### config.mk
export PLATFORM = sky130hd
export DESIGN_NAME = csmm_mul
export DESIGN_NICKNAME = d
export VERILOG_FILES = /design/src/rtl/csmm_pkg.sv /design/src/rtl/csmm_csa.sv /design/src/rtl/csmm_estimate.sv /design/src/rtl/csmm_mul.sv
export SDC_FILE = /design/constraint.sdc
export NUM_CORES = 1
export LEC_CHECK = 0
export ABC_AREA = 1
export BUFFER_PORTS_ARGS = -buffer_cell sky130_fd_sc_hd__buf_2
export CAP_MARGIN = 20
export CORE_ASPECT_RATIO = 1.1
export CORE_MARGIN = 2
export CORE_UTILIZATION = 25
export CTS_CLUSTER_DIAMETER = 100
export DETAILED_ROUTE_END_ITERATION = 7
export HOLD_SLACK_MARGIN = 0.03
export SYNTH_ARGS = -nofsm -noshare
export SYNTH_HDL_FRONTEND = slang
export SYNTH_SLANG_ARGS = --single-unit
### constraint.sdc
create_clock -name clk_i -period 4.3 [get_ports clk_i]
set_input_delay 1.29 -clock clk_i [delete_from_list [all_inputs] [get_ports clk_i]]
set_output_delay 1.29 -clock clk_i [all_outputs]
set_load 0.01 [all_outputs]
### src/rtl/csmm_pkg.sv
package csmm_pkg;
  typedef enum logic [1:0] {
    Q_HOLD = 2'b00,
    Q_ADD  = 2'b01,
    Q_SUB  = 2'b10
  } qsel_e;

  function automatic qsel_e qsel_decode(input logic pos, input logic neg);
    if (pos)      return Q_SUB;
    else if (neg) return Q_ADD;
    else          return Q_HOLD;
  endfunction
endpackage

### src/rtl/csmm_csa.sv
module csmm_csa #(
  parameter int W = 21
) (
  input  logic [W-1:0] x_i,
  input  logic [W-1:0] y_i,
  input  logic [W-1:0] z_i,
  input  logic         cin_i,
  output logic [W-1:0] s_o,
  output logic [W-1:0] c_o
);
  logic [W-1:0] maj;
  assign s_o = x_i ^ y_i ^ z_i;
  assign maj = (x_i & y_i) | (x_i & z_i) | (y_i & z_i);
  assign c_o = {maj[W-2:0], cin_i};
endmodule

### src/rtl/csmm_estimate.sv
module csmm_estimate import csmm_pkg::*; #(
  parameter int N = 16,
  parameter int W = N + 5
) (
  input  logic [W-1:0] s_i,
  input  logic [W-1:0] c_i,
  output qsel_e        q_o
);
  localparam int T = N - 2;  // truncated low bits, granule = eps/2
  localparam logic signed [W-1:0] POS_TH = W'(2 ** N);
  localparam logic signed [W-1:0] NEG_TH = W'(-(2 ** (N + 1)));

  logic [W-1:0] y;
  logic         pos, neg;

  assign y   = {s_i[W-1:T], {T{1'b0}}} + {c_i[W-1:T], {T{1'b0}}};
  assign pos = $signed(y) >= POS_TH;
  assign neg = $signed(y) <= NEG_TH;
  assign q_o = qsel_decode(pos, neg);
endmodule

### src/rtl/csmm_mul.sv
module csmm_mul import csmm_pkg::*; #(
  parameter int N = 16
) (
  input  logic         clk_i,
  input  logic         rst_ni,
  input  logic         start_i,
  input  logic         tag_i,
  input  logic [N-1:0] a_i,
  input  logic [N-1:0] b_i,
  input  logic [N-1:0] m_i,
  output logic         done_o,
  output logic         tag_o,
  output logic [N+4:0] sum_o,
  output logic [N+4:0] carry_o
);
  localparam int W  = N + 5;
  localparam int IW = $clog2(N + 3);
  localparam logic [IW-1:0] TOP_IX = IW'(N + 2);

  logic         ph;
  logic [1:0]   busy, pend;
  logic [N-1:0] a_q [2];
  logic [N-1:0] b_q [2];
  logic [N-1:0] m_q [2];

  // stage 1 register
  logic          v1, tg1, last1;
  logic [IW-1:0] ix1;
  logic [W-1:0]  s1, c1;
  qsel_e         q1;
  // stage 2 register (accumulator between steps)
  logic          v2, tg2, last2;
  logic [IW-1:0] ix2;
  logic [W-1:0]  s2, c2;

  logic          cont, go, abit;
  logic [IW-1:0] ix_in;
  logic [W-1:0]  s_in, c_in, addend, s1_n, c1_n;
  logic [W-1:0]  mhat, rz, s2_n, c2_n;
  logic [N+2:0]  ahat;
  qsel_e         q_n;

  assign cont   = v2 && !last2 && (tg2 == ph);
  assign go     = cont || pend[ph];
  assign s_in   = cont ? s2 : '0;
  assign c_in   = cont ? c2 : '0;
  assign ix_in  = cont ? ix2 - 1'b1 : TOP_IX;
  assign ahat   = {a_q[ph], 3'b000};
  assign abit   = ahat[ix_in];
  assign addend = abit ? {{(W-N){1'b0}}, b_q[ph]} : '0;

  csmm_estimate #(.N(N), .W(W)) u_est (
    .s_i (s_in),
    .c_i (c_in),
    .q_o (q_n)
  );

  csmm_csa #(.W(W)) u_shift_add (
    .x_i   ({s_in[W-2:0], 1'b0}),
    .y_i   ({c_in[W-2:0], 1'b0}),
    .z_i   (addend),
    .cin_i (1'b0),
    .s_o   (s1_n),
    .c_o   (c1_n)
  );

  assign mhat = {2'b00, m_q[tg1], 3'b000};
  always_comb begin
    case (q1)
      Q_SUB:   rz = ~mhat;
      Q_ADD:   rz = mhat;
      default: rz = '0;
    endcase
  end

  csmm_csa #(.W(W)) u_reduce (
    .x_i   (s1),
    .y_i   (c1),
    .z_i   (rz),
    .cin_i (q1 == Q_SUB),
    .s_o   (s2_n),
    .c_o   (c2_n)
  );

  always_ff @(posedge clk_i or negedge rst_ni) begin
    if (!rst_ni) begin
      ph <= 1'b0; busy <= '0; pend <= '0;
      for (int t = 0; t < 2; t++) begin
        a_q[t] <= '0; b_q[t] <= '0; m_q[t] <= '0;
      end
      v1 <= 1'b0; tg1 <= 1'b0; last1 <= 1'b0; ix1 <= '0;
      s1 <= '0; c1 <= '0; q1 <= Q_HOLD;
      v2 <= 1'b0; tg2 <= 1'b0; last2 <= 1'b0; ix2 <= '0;
      s2 <= '0; c2 <= '0;
    end else begin
      ph <= ~ph;
      if (go && !cont) pend[ph] <= 1'b0;
      if (v2 && last2) busy[tg2] <= 1'b0;
      for (int t = 0; t < 2; t++) begin
        if (start_i && tag_i == 1'(t) && !busy[t]) begin
          busy[t] <= 1'b1; pend[t] <= 1'b1;
          a_q[t] <= a_i; b_q[t] <= b_i; m_q[t] <= m_i;
        end
      end
      v1 <= go;
      if (go) begin
        s1 <= s1_n; c1 <= c1_n; q1 <= q_n;
        tg1 <= ph; ix1 <= ix_in; last1 <= (ix_in == '0);
      end
      v2 <= v1;
      if (v1) begin
        s2 <= s2_n; c2 <= c2_n;
        tg2 <= tg1; ix2 <= ix1; last2 <= last1;
      end
    end
  end

  assign done_o  = v2 && last2;
  assign tag_o   = tg2;
  assign sum_o   = s2;
  assign carry_o = c2;
endmodule

# == Word-level counts from Yosys, hierarchy flattened ==
# Cells that the tools add are included.
# op_classes
n_bitwise,23
n_mux,30
order_cmp,9
n_eq_ne,3
n_addsub,2
n_reduce_logical,20
# ops
cell,count
$mux 16,10
$and 20x20->20,4
$or 20x20->20,4
$xor 21x21->21,3
$mux 21,2
$pmux 21 s2,1
$and 20x16->20,2
$add 21x21->21,1
$ge 21x18->1 const B,1
$le 21x18->1 const B,1
$not 19->21,1
$xor 21x16->21,1
$logic_and 1x1->1,10
$mux 1,10
$reduce_bool 2->1,4
$lt 5x6->1 const B,1
$mux 2,3
$bmux 1 s5,1
$logic_not 5->1,1
$mux 5,1
$sub 5x1->5 const B,1
$and 2x2->2,2
$ge 2x2->1 const B,2
$logic_not 1->1,4
10 further kinds,16
# word_totals
out_inout_bits,44
elab_cells,111
in_bits,52
reg_bits,202

# == Logic depth before layout (Yosys ltp) ==
# Gate-level depths: netlist of run 1.
# logic_depth
word_depth,10
mapped_depth,18
mapped_depth_nobuf,16

# == By module ==
# A second synthesis of run 1 with hierarchy kept.
# hier_totals
cells_unflattened,1210
hier_area_um2,10248.6
# modules_own_cells
module,seq_area_each_um2,area_per_inst_um2,n_inst,cells_each
csmm_mul,5079.9,8953.6,1,1076
csmm_csa,0.0,442.9,2,30
csmm_estimate,0.0,409.1,1,74

# == Least setup slack after synthesis of run 1 ==
# OpenSTA, ideal clock, no wires.
# synth_path
path_kind,reg2reg
startpoint,register tg2 (netlist: tag_o)
endpoint,register q1[0]
arrival_ns,2.643
synth_period_minus_slack_ns,2.766
setup_slack_ns,1.534
n_path_buf,1
t_required_ns,4.177
stages_incl_launch_ff,17
path_cell_list,dfrtp_1 -> nor2_4 -> nor2_8 -> nand2_4 -> clkbuf_1 -> nor2_1 -> ha_1 -> fa_1 -> nand3_1 -> nand2_1 -> a21oi_1 -> nor2_1 -> nor2_1 -> xor2_1 -> nor2_1 -> o21ai_0 -> nand2_1
# synth_via
elab_chain_len,7
elab_cells_between_ends,10
classes_between,add/sub (1); order compare (2); eq/ne (1); mux (4); reduce/logical (2)
# synth_rtl
item,line_no,source
from (decl),csmm_mul.sv:32,"logic v2, tg2, last2;"
from (signal assigned),csmm_mul.sv:113,tg2 <= tg1; ix2 <= ix1; last2 <= last1;
$eq 1x1->1 *,csmm_mul.sv:43,assign cont = v2 && !last2 && (tg2 == ph);
$logic_and 1x1->1 *,csmm_mul.sv:43,
$mux 21 (on tied branches),"csmm_mul.sv:45, csmm_mul.sv:46",
$add 21x21->21,csmm_estimate.sv:16,"assign y = {s_i[W-1:T], {T{1'b0}}} + {c_i[W-1:T], {T{1'b0}}};"
$le 21x18->1,csmm_estimate.sv:18,assign neg = $signed(y) <= NEG_TH;
$mux 1,csmm_pkg.sv:10,else if (neg) return Q_ADD;
$mux 2,csmm_pkg.sv:9,if (pos) return Q_SUB;
to (signal assigned),csmm_mul.sv:107,s1 <= s1_n; c1 <= c1_n; q1 <= q_n;
to (decl),csmm_mul.sv:30,qsel_e q1;
# Every way passes the cells marked *; elsewhere a longest branch is shown, timed or not.
# A chain may end at the register's enable or synchronous reset.

# == Worst setup path in the final report of run 1 ==
# layout_path
startpoint,register ph
endpoint,register s1[1]
# layout_via
elab_chain_len,8
elab_cells_between_ends,20
classes_between,eq/ne (1); mux (14); bitwise (3); reduce/logical (2)
# layout_rtl
item,line_no,source
from (decl),csmm_mul.sv:20,logic ph;
from (signal assigned),csmm_mul.sv:96,ph <= ~ph;
$not 1->2 (implied by the code),"csmm_mul.sv:48, csmm_mul.sv:50",
$mux 16 (implied by the code) (3 in a row),csmm_mul.sv:48,"assign ahat = {a_q[ph], 3'b000};"
$bmux 1 s5,csmm_mul.sv:49,assign abit = ahat[ix_in];
$mux 1 (implied by the code),csmm_mul.sv:49,
$mux 16,csmm_mul.sv:50,"assign addend = abit ? {{(W-N){1'b0}}, b_q[ph]} : '0;"
$xor 21x16->21 *,csmm_csa.sv:12,assign s_o = x_i ^ y_i ^ z_i;
net s1_n[1],csmm_mul.sv:38,"logic [W-1:0] s_in, c_in, addend, s1_n, c1_n;"
to (signal assigned),csmm_mul.sv:107,
to (decl),csmm_mul.sv:29,"logic [W-1:0] s1, c1;"
# Mark *: on every way through the listed nets, which the timed path passes. The rest lies on a longest branch. The select of a mux whose other input is x is not followed.

==> parameters.txt, run 1 <==
Parameter                              Value

Run status
  Outcome    finished, final reports clean

Placement
  Number of I/O port buffers    95
  Gpl congestion    0.8163
  Half-perimeter wire length after detailed placement    17060 µm
  Worst slack, placed    1.109 ns

Clock tree
  Clock sink total    201
  Number of gates given a new drive strength after cts    0
  Max Buffers Root-to-Sink    3
  H-tree levels    1
  Clock Root Buffer    sky130_fd_sc_hd__clkbuf_16
  Number of buffers added to fix hold violations after cts    0
  Clock tree from TritonCTS    done
  Number of clock buffers inserted by TritonCTS    20
  Clock-pin slew on the worst setup and hold paths    0.06 ns
  Post-CTS setup-driven buffer insertion count    0
  Clock latency on the worst-skew pair    0.51 ns

Synth
  Synth top area share    0.5136
  Most common cell in the synthesized netlist    sky130_fd_sc_hd__nand2_1
  Share of synthesized area occupied by flip-flops and latches    0.5136
  Combined area of all synthesized cells    9793 µm²
  EDFF count, synth    0
  Commonest register cell after synthesis    sky130_fd_sc_hd__dfrtp_1
  Synthesized netlist net count    1230
  Syn Inst Count    1135
  Mapped Avg Cell Area    8.628 µm²
  Cell taking the most area after synthesis    sky130_fd_sc_hd__dfrtp_1
  Yosys synthesis warning count    0
  Main area contributors after synthesis    sky130_fd_sc_hd__dfrtp_1 51%, sky130_fd_sc_hd__nand2_1 14%, sky130_fd_sc_hd__o21ai_0 8.2%, sky130_fd_sc_hd__fa_1 7.0%, sky130_fd_sc_hd__inv_1 4.0%
  Unique cell type count in the Yosys netlist    38
  Post-synthesis async set-or-reset flop share    1.000
  Synthesized flop and latch total    201
  Top cell types by occurrence after synthesis    371 x sky130_fd_sc_hd__nand2_1, 201 x sky130_fd_sc_hd__dfrtp_1, 160 x sky130_fd_sc_hd__o21ai_0

Worst setup path
  Kind of start point of the critical path    register
  Setup Crit Path Kind    reg2reg
  Data required, critical path    4.69 ns
  Family of cells with the greatest summed delay on the critical path    simple AND/OR/NAND/NOR gates
  Combined buffer and inverter count along the critical path    1
  Maximum fanout encountered on the critical timing path    45
  Master of the slowest instance on the critical path    sky130_fd_sc_hd__nand4_2
  Critical path cell sequence    inv_4, nand2_4, nand2_4, nor2_2, nor2_1, nand4_2, a21oi_1, fa_1, nand2_1, nand2_1
  Kind of end point of the critical path    register
  CP peak stage delay    0.58 ns
  Data arrival time of the worst path    3.62 ns

Timing
  Final Skew    0.01265 ns
  Final setup violating endpoints    0
  Worst-margin pin slew    1.045 ns
  Setup_tns    0 ns
  Highest Clock Rate    310.0 MHz
  Setup repair after global routing missed its margin    false
  Final worst setup slack    1.074 ns
  Final Hold Viols    0
  Final worst path period need    3.226 ns
  Number of max-slew violations in the final report    0
  Fin crit share    0.7502
  Slew headroom    0.3036

Flow run
  Number of maximum-capacitance violations    0

Floorplan
  Die ar.    40770 µm²
  Placement Rows    76
  I/O pin cnt    96
  Total core area    38890 µm²
  Die Y-Extent    211.6 µm
  DIE WIDTH    192.7 µm
  Initial Util    0.2518

GRT
  Wire length of the first global-routing pass    40280 µm
  GRT Overall Usage    0.1244
  Initial antenna violation count    2
  Congestion Overflow GR    0
  Via count of the first global-routing pass    7628
  Largest net degree at the start of global routing    99

Layout
  Net count of the finished layout    1298
  Number of filler cells placed in the layout    4100
  Area growth from synthesis to layout    16.16%
  Fraction of final layout cells with drive strength greater than 1    0.1365

Route
  DRC    0
  Number of routed nets with antenna violations    0
  Drt total wl    24120 µm
  Post-DR wirelength/cell    13.99 µm
  Initial DRC Count    456
  Vias per Instance    4.317
  Detailed Routing Iterations Pass 1    5
  Via count of the routed design    7443

Worst hold path
  Tightest Hold Check Type    reg2reg

Pwr
  Leak pwr    0.005879 µW
  Max IR drop VDD    0.0002395 V
  Power density relative to cell area    571.2 nW/µm²
## per-layer routing
layer / track usage / share of wire / vias to the layer above / wire length [µm]
li1: - / - / 3684 / -
met5: 0 / 0.00029 / - / 7
met3: 0.01973 / 0.049 / 30 / 1191
met2: 0.1916 / 0.45 / 157 / 10810
met4: 0.04001 / 0.021 / 2 / 498
met1: 0.1782 / 0.48 / 3570 / 11610
## cells by family after synthesis
group                      after synthesis  share of synthesized area
buffers and inverters                  169                    0.06899
and+or+nand+nor                        494                     0.2024
xor gates and xnor gates                 9                   0.008050
AOI/OAI and AO/OA                      202                     0.1085
DFF                                    201                     0.5136
muxes                                   17                    0.01750
adders and majority gates               43                    0.08100
## placed cells by master (no fill, tap or decap), types with 2 or more instances in the layout
cell	count
sky130_fd_sc_hd__nand2_1	371
sky130_fd_sc_hd__buf_12	2
sky130_fd_sc_hd__nand3b_1	2
sky130_fd_sc_hd__clkbuf_8	5
sky130_fd_sc_hd__clkbuf_1	5
sky130_fd_sc_hd__inv_2	4
sky130_fd_sc_hd__inv_1	104
sky130_fd_sc_hd__o21ai_1	2
sky130_fd_sc_hd__o21ai_0	160
sky130_fd_sc_hd__dfrtp_1	200
sky130_fd_sc_hd__clkinv_2	5
sky130_fd_sc_hd__xor2_1	6
sky130_fd_sc_hd__clkbuf_16	21
sky130_fd_sc_hd__buf_2	94
sky130_fd_sc_hd__mux2i_1	16
sky130_fd_sc_hd__nand4_1	2
sky130_fd_sc_hd__nand2_4	2
sky130_fd_sc_hd__ha_1	9
sky130_fd_sc_hd__xnor2_1	3
sky130_fd_sc_hd__a21oi_1	26
sky130_fd_sc_hd__a21oi_2	11
sky130_fd_sc_hd__nor2_4	3
sky130_fd_sc_hd__clkinv_1	2
sky130_fd_sc_hd__buf_4	7
sky130_fd_sc_hd__nand3_1	15
sky130_fd_sc_hd__fa_1	34
sky130_fd_sc_hd__nand2_2	2
sky130_fd_sc_hd__nor2_1	90
## state kept, by name, indices dropped and copies added (netlist names), 5 cells and up
signal,count
a_q,32
b_q,32
m_q,32
carry_o,21
s1,21
sum_o,21
c1,19
ix1,5
ix2,5
## path summary, 6_finish.rpt
path / start / end / slack, ns / cells past startpoint
worst max-delay path: ph / s1[1] / 1.07 / 10
worst min-delay path: ix1[2] / ix1[2] / 0.47 / 2
worst max register to register: ph / s1[1] / 1.07 / 10
worst min register to register: ix1[2] / ix1[2] / 0.47 / 2
max in group asynchronous: rst_ni / sum_o[6] / 2.57 / 2
min in group asynchronous: rst_ni / a_q[7] / 0.80 / 1
## metrics by stage
step                      hold WS (ns)    util  instance area, µm²  cells  power (µW)
after floorplan                 0.3519       -                9793   1135        4162
after global placement          0.4552  0.2764               10750   1688        4846
after detailed placement        0.4590  0.2764               10750   1688        4887
after CTS                       0.4747  0.2924               11370   1723        6598
after global routing            0.5074  0.2925               11380   1724        7045
final                           0.4749  0.2925               11380   1724        6498
## worst reg2reg max path: stages (launching register included)
cell                      delay (ns)
sky130_fd_sc_hd__dfrtp_1        0.40
sky130_fd_sc_hd__inv_4          0.21
sky130_fd_sc_hd__nand2_4        0.13
sky130_fd_sc_hd__nand2_4        0.42
sky130_fd_sc_hd__nor2_2         0.12
sky130_fd_sc_hd__nor2_1         0.18
sky130_fd_sc_hd__nand4_2        0.58
sky130_fd_sc_hd__a21oi_1        0.45
sky130_fd_sc_hd__fa_1           0.46
sky130_fd_sc_hd__nand2_1        0.08
sky130_fd_sc_hd__nand2_1        0.06
## area by class of cell
type                            count  area [µm²]  share of cell area
Antenna cell                        1       2.502           0.0002200
Clock inverter                      5       25.02            0.002200
Tap cell                          507       634.4             0.05576
Multi-Input combinational cell    765        4088              0.3593
Clock buffer                       30       599.3             0.05268
Timing Repair Buffer              104       576.8             0.05070
Sequential cell                   201        5031              0.4423
Inverter                          111       419.2             0.03685
## where the power goes
part	internal, µW	switching (µW)
sequential	2420	403
clock	961	718
combinational	686	1310
Power figures use the tool's default switching activity.
==> run 2: changes to the inputs <==
==> constraint.sdc (replaced) <==
create_clock -name clk_i -period 3.4 [get_ports clk_i]
set_input_delay 1.02 -clock clk_i [delete_from_list [all_inputs] [get_ports clk_i]]
set_output_delay 1.02 -clock clk_i [all_outputs]
set_load 0.01 [all_outputs]
==> run 2 against run 1 <==
Register-to-register slack worse by 0.60 ns. Die area unchanged. Sequential power up 23%. Maximum frequency up 10%. Clock-buffer cell count down 3. Critical path type unchanged. Critical endpoint unchanged. Largest cell class unchanged. Largest power group unchanged. Highest routed layer unchanged.
==> parameters.txt, run 2 (synthesized netlist as in run 1, its figures left out) <==
Parameter                              Value

Placement
  Number of I/O port buffers    95
  Gpl congestion    0.8202
  Half-perimeter wire length after detailed placement    17430 µm

Floorplan
  I/O pin cnt    96
  Total core area    38890 µm²
  Initial Util    0.2518
  Die ar.    40770 µm²
  Placement Rows    76
  Die Y-Extent    211.6 µm
  DIE WIDTH    192.7 µm

Route
  Initial DRC Count    352
  Detailed Routing Iterations Pass 1    5
  DRC    0
  Post-DR wirelength/cell    13.95 µm
  Vias per Instance    4.260
  Number of routed nets with antenna violations    0
  Detailed-route wire length on metal 1    11640 µm
  Drt total wl    24140 µm
  Met2 routed WL    10790 µm
  Via count of the routed design    7369
  Highest metal layer with signal wires    met5
  Met3 WL    1183 µm

GRT
  Initial antenna violation count    1
  Largest net degree at the start of global routing    99
  Wire length of the first global-routing pass    40120 µm
  GRT Overall Usage    0.1236
  Congestion Overflow GR    0
  Via count of the first global-routing pass    7395

Worst setup path
  CP peak stage delay    0.46 ns
  Combined buffer and inverter count along the critical path    1
  Setup Crit Path Kind    reg2reg
  Kind of end point of the critical path    register
  Register-to-Register Setup Slack    0.47 ns
  Kind of start point of the critical path    register
  Data arrival time of the worst path    3.33 ns
  Critical register-to-register path startpoint    ix2[0]
  Maximum fanout encountered on the critical timing path    15
  Data required, critical path    3.80 ns
  Critical path cell sequence    inv_2, ha_1, xnor2_1, nand3b_1, nor2_1, nor2_1, a21oi_2, nand2_2, a21oi_1, fa_1, nand2_1, nand2_1
  End of the worst register-to-register path    s1[1]
  Master of the slowest instance on the critical path    sky130_fd_sc_hd__dfrtp_1
  Depth of the most critical reg-to-reg path    12
  Family of cells with the greatest summed delay on the critical path    simple AND/OR/NAND/NOR gates

Timing
  Final Skew    0.01674 ns
  Number of max-slew violations in the final report    0
  Final worst path period need    2.931 ns
  Highest Clock Rate    341.2 MHz
  Final Hold Viols    0
  Setup_tns    0 ns
  Worst-margin pin slew    0.9071 ns
  Slew headroom    0.3953
  Final hold slack    0.4735 ns
  Setup repair after global routing missed its margin    false
  Final setup violating endpoints    0
  Fin crit share    0.8620

Clock tree
  Number of buffers added to fix hold violations after cts    0
  Clock tree from TritonCTS    done
  Number of gates given a new drive strength after cts    0
  Clock latency on the worst-skew pair    0.50 ns
  Number of clock buffers inserted by TritonCTS    20
  Clock-pin slew on the worst setup and hold paths    0.06 ns
  H-tree levels    1
  Post-CTS setup-driven buffer insertion count    0
  Max Buffers Root-to-Sink    3
  Clock Root Buffer    sky130_fd_sc_hd__clkbuf_16
  Clock sink total    201

Run status
  Outcome    finished, final reports clean

Worst hold path
  Worst hold path cell count    2
  Hold Path End    ix1[2]
  Launch instance of the worst min-delay path    ix1[2]
  Tightest Hold Check Type    reg2reg

Layout
  Fraction of final layout cells with drive strength greater than 1    0.1415
  Number of inserted diodes    0
  Commonest non-fill, non-tap cell in the layout    sky130_fd_sc_hd__nand2_1
  Area growth from synthesis to layout    17.39%
  Commonest non-fill, non-tap cells in the layout    371 x sky130_fd_sc_hd__nand2_1, 200 x sky130_fd_sc_hd__dfrtp_1, 160 x sky130_fd_sc_hd__o21ai_0
  Registers with the highest flip-flop counts    a_q x32, b_q x32, m_q x32
  Number of filler cells placed in the layout    4134
  Net count of the finished layout    1306

Pwr
  Final Power    8456 µW
  Max IR drop VDD    0.0003288 V
  Power density relative to cell area    735.5 nW/µm²
  Leak pwr    0.005940 µW

Flow run
  Number of maximum-capacitance violations    0
==> run 2: cell count changes in the layout (fill, tap and decap cells not counted) <==
cell	before	now
sky130_fd_sc_hd__buf_4	7	14
sky130_fd_sc_hd__bufinv_16	0	3
sky130_fd_sc_hd__clkbuf_8	5	2
sky130_fd_sc_hd__clkinv_2	5	3
sky130_fd_sc_hd__buf_12	2	3
sky130_fd_sc_hd__diode_2	1	0
sky130_fd_sc_hd__inv_8	0	1
==> run 2: worst max path at each step <==
stage	from	slack [ns]	depth (start not counted)	end
after floorplan	tag_o	0.63	16	q1[0]
after detailed placement	ix2[0]	0.52	12	s1[1]
after global placement	ix2[0]	0.59	12	s1[1]
after global routing	ph	0.33	15	q1[0]
final	ix2[0]	0.47	12	s1[1]
after CTS	ix2[0]	0.51	12	s1[1]
==> run 2: area by class of cell <==
type	count	area (µm²)	share of cell area
inverters	111	419.2	0.03646
flip-flops and latches	201	5031	0.4376
repair buffers	112	649.4	0.05649
clock inverters	7	116.4	0.01012
well taps	507	634.4	0.05518
clock buffers	27	558.0	0.04854
multi-input cells	765	4088	0.3556
==> run 2: metal layers <==
layer,GRT usage,vias to the layer above
li1,-,3685
met1,0.1771,3515
met2,0.1944,140
met3,0.01691,27
met4,0.03448,2
met5,0,-
==> run 2: power breakdown <==
group | internal (µW) | switching (µW) | leakage, µW
combinational | 916 | 1750 | 0.00301
sequential | 3070 | 421 | 0.00260
clock | 1380 | 921 | 0.000332
total | 5360 | 3090 | 0.00594
==> run 2: tightest hold or removal path, cell delays in order (launching register included) <==
cell	delay [ns]
sky130_fd_sc_hd__dfrtp_1	0.35
sky130_fd_sc_hd__nand2_1	0.05
sky130_fd_sc_hd__nand2_1	0.04
==> run 2: through the flow <==
step	setup WS, ns	std cells	instance area, µm²	utilization
after floorplan	0.6338	1135	9793	-
after global placement	0.5895	1696	10820	0.2782
after detailed placement	0.5184	1696	10820	0.2782
after CTS	0.5065	1730	11500	0.2956
after global routing	0.3333	1730	11500	0.2956
final	0.4693	1730	11500	0.2956
==> run 3: changes to the inputs <==
--- a/config.mk
+++ b/config.mk
@@ -17,3 +17,4 @@
 export SYNTH_ARGS = -nofsm -noshare
 export SYNTH_HDL_FRONTEND = slang
 export SYNTH_SLANG_ARGS = --single-unit
+export TNS_END_PERCENT = 30
==> constraint.sdc (replaced) <==
create_clock -name clk_i -period 3.4 [get_ports clk_i]
set_input_delay 0.68 -clock clk_i [delete_from_list [all_inputs] [get_ports clk_i]]
set_output_delay 0.68 -clock clk_i [all_outputs]
set_load 0.01 [all_outputs]
==> run 3 against run 2 <==
First-iteration DRC count decreased by 5.4%. Clock-buffer cell count increased by 2. Final cell count about the same. Critical path depth unchanged. Worst setup slack improved by 0.023 ns. Register-to-register slack improved by 0.02 ns. Hold slack got worse by 0.33 ns. Via count about the same. Core utilization decreased by 0.14 points. Die area unchanged. Highest routed layer is now met4. Non-clock buffer count unchanged. Critical endpoint unchanged.
==> parameters.txt, run 3 (synthesized netlist as in run 1, its figures left out) <==
Parameter                              Value

Floorplan
  Initial Util    0.2518
  I/O pin cnt    96
  DIE WIDTH    192.7 µm
  Die Y-Extent    211.6 µm
  Total core area    38890 µm²
  Placement Rows    76
  Die ar.    40770 µm²

Timing
  Final worst path period need    2.908 ns
  Number of max-slew violations in the final report    0
  Highest Clock Rate    343.9 MHz
  Setup_tns    0 ns
  Setup repair after global routing missed its margin    false
  Final Skew    0.009130 ns
  Slew headroom    0.4884
  Final Hold Viols    0
  Worst-margin pin slew    0.7656 ns
  Final setup violating endpoints    0
  Fin crit share    0.8552

Worst setup path
  CP peak stage delay    0.46 ns
  Kind of end point of the critical path    register
  Master of the slowest instance on the critical path    sky130_fd_sc_hd__dfrtp_1
  Data arrival time of the worst path    3.30 ns
  Critical path cell sequence    inv_2, ha_1, xnor2_1, nand3b_1, nor2_1, nor2_1, a21oi_2, nand2_2, a21oi_1, fa_1, nand2_1, nand2_1
  Combined buffer and inverter count along the critical path    1
  Family of cells with the greatest summed delay on the critical path    simple AND/OR/NAND/NOR gates
  Kind of start point of the critical path    register
  Data required, critical path    3.79 ns
  Setup Crit Path Kind    reg2reg
  Maximum fanout encountered on the critical timing path    15

Layout
  Number of filler cells placed in the layout    4111
  Registers with the highest flip-flop counts    a_q x32, b_q x32, m_q x32
  Area occupied by multi-input gates    4088 µm²
  Net count of the finished layout    1307
  Core utilization of the finished layout    0.2941
  Commonest non-fill, non-tap cells in the layout    371 x sky130_fd_sc_hd__nand2_1, 200 x sky130_fd_sc_hd__dfrtp_1, 160 x sky130_fd_sc_hd__o21ai_0
  Number of inserted diodes    0
  Commonest non-fill, non-tap cell in the layout    sky130_fd_sc_hd__nand2_1
  Area growth from synthesis to layout    16.81%
  Fraction of final layout cells with drive strength greater than 1    0.1430
  Reg area    5031 µm²

Route
  Vias per Instance    4.256
  DRC    0
  Post-DR wirelength/cell    14.09 µm
  Drt total wl    24380 µm
  Detailed Routing Iterations Pass 1    4
  Via count of the routed design    7367
  Initial DRC Count    333
  Number of routed nets with antenna violations    0

GRT
  Wire length of the first global-routing pass    40120 µm
  Routing layer with the top usage in global route    met2
  GR met1 Demand/Resource    0.1808
  Largest net degree at the start of global routing    99
  M2 GR Usage    0.1952
  Via count of the first global-routing pass    7445
  Met3 Resource Use GR    0.01492
  GRT Overall Usage    0.1247
  Congestion Overflow GR    0
  Initial antenna violation count    0

Clock tree
  Number of clock buffers inserted by TritonCTS    21
  Clock latency on the worst-skew pair    0.50 ns
  Post-CTS setup-driven buffer insertion count    0
  Number of buffers added to fix hold violations after cts    0
  H-tree levels    1
  Clock-pin slew on the worst setup and hold paths    0.06 ns
  Clock tree from TritonCTS    done
  Max Buffers Root-to-Sink    3
  Number of gates given a new drive strength after cts    0
  Clock sink total    201
  Clock Root Buffer    sky130_fd_sc_hd__clkbuf_16

Worst hold path
  Tightest Hold Check Type    in2async

Placement
  Half-perimeter wire length after detailed placement    17410 µm
  Gpl congestion    0.8014
  Number of I/O port buffers    95

Pwr
  Power density relative to cell area    724.8 nW/µm²
  Max IR drop VDD    0.0003008 V
  Leak pwr    0.005913 µW

Run status
  Outcome    finished, final reports clean

Flow run
  Number of maximum-capacitance violations    0
-- run 3: routing by layer --
metal  vias up  part of all wire
met5         -                 0
met4         0             0.018
met3        24             0.041
met2       136              0.45
met1      3516              0.49
li1       3691                 -
-- run 3: through the flow --
stage	hold slack, ns	std cells	instance area (µm²)	total power [µW]	setup slack (ns)
2_1_floorplan	0.3519	1135	9793	5263	0.6338
6_report	0.1456	1731	11440	8291	0.4923
3_5_place_dp	0.4641	1696	10810	6232	0.4699
5_1_grt	0.1754	1731	11440	8985	0.2229
4_1_cts	0.1583	1731	11440	8410	0.4491
3_3_place_gp	0.4548	1696	10810	6162	0.5656
-- run 3: worst paths after layout --
kind,slack (ns),depth (start not counted),from,to
worst min-delay path,0.15,1,rst_ni,a_q[7]
worst max-delay path,0.49,12,ix2[0],s1[1]
min in group clk_i,0.44,3,a_i[12],a_q[28]
worst max register to register,0.49,12,ix2[0],s1[1]
worst min register to register,0.47,2,ix1[0],ix1[0]
max in group asynchronous,2.23,2,rst_ni,m_q[5]
-- run 3: cell type report --
type / count / share of cell area
multi-input combinational: 765 / 0.3573
tap: 507 / 0.05545
clock buffer: 29 / 0.05206
inverter: 111 / 0.03664
timing repair buffer: 112 / 0.05567
clock inverter: 6 / 0.003062
sequential: 201 / 0.4398
-- run 3: power by group --
part / total [µW] / leakage, µW / switching (µW) / internal [µW]
clock network: 2150 / 0.000308 / 931 / 1220
logic: 2610 / 0.00301 / 1710 / 909
registers: 3530 / 0.00260 / 461 / 3070
total: 8290 / 0.00591 / 3100 / 5190
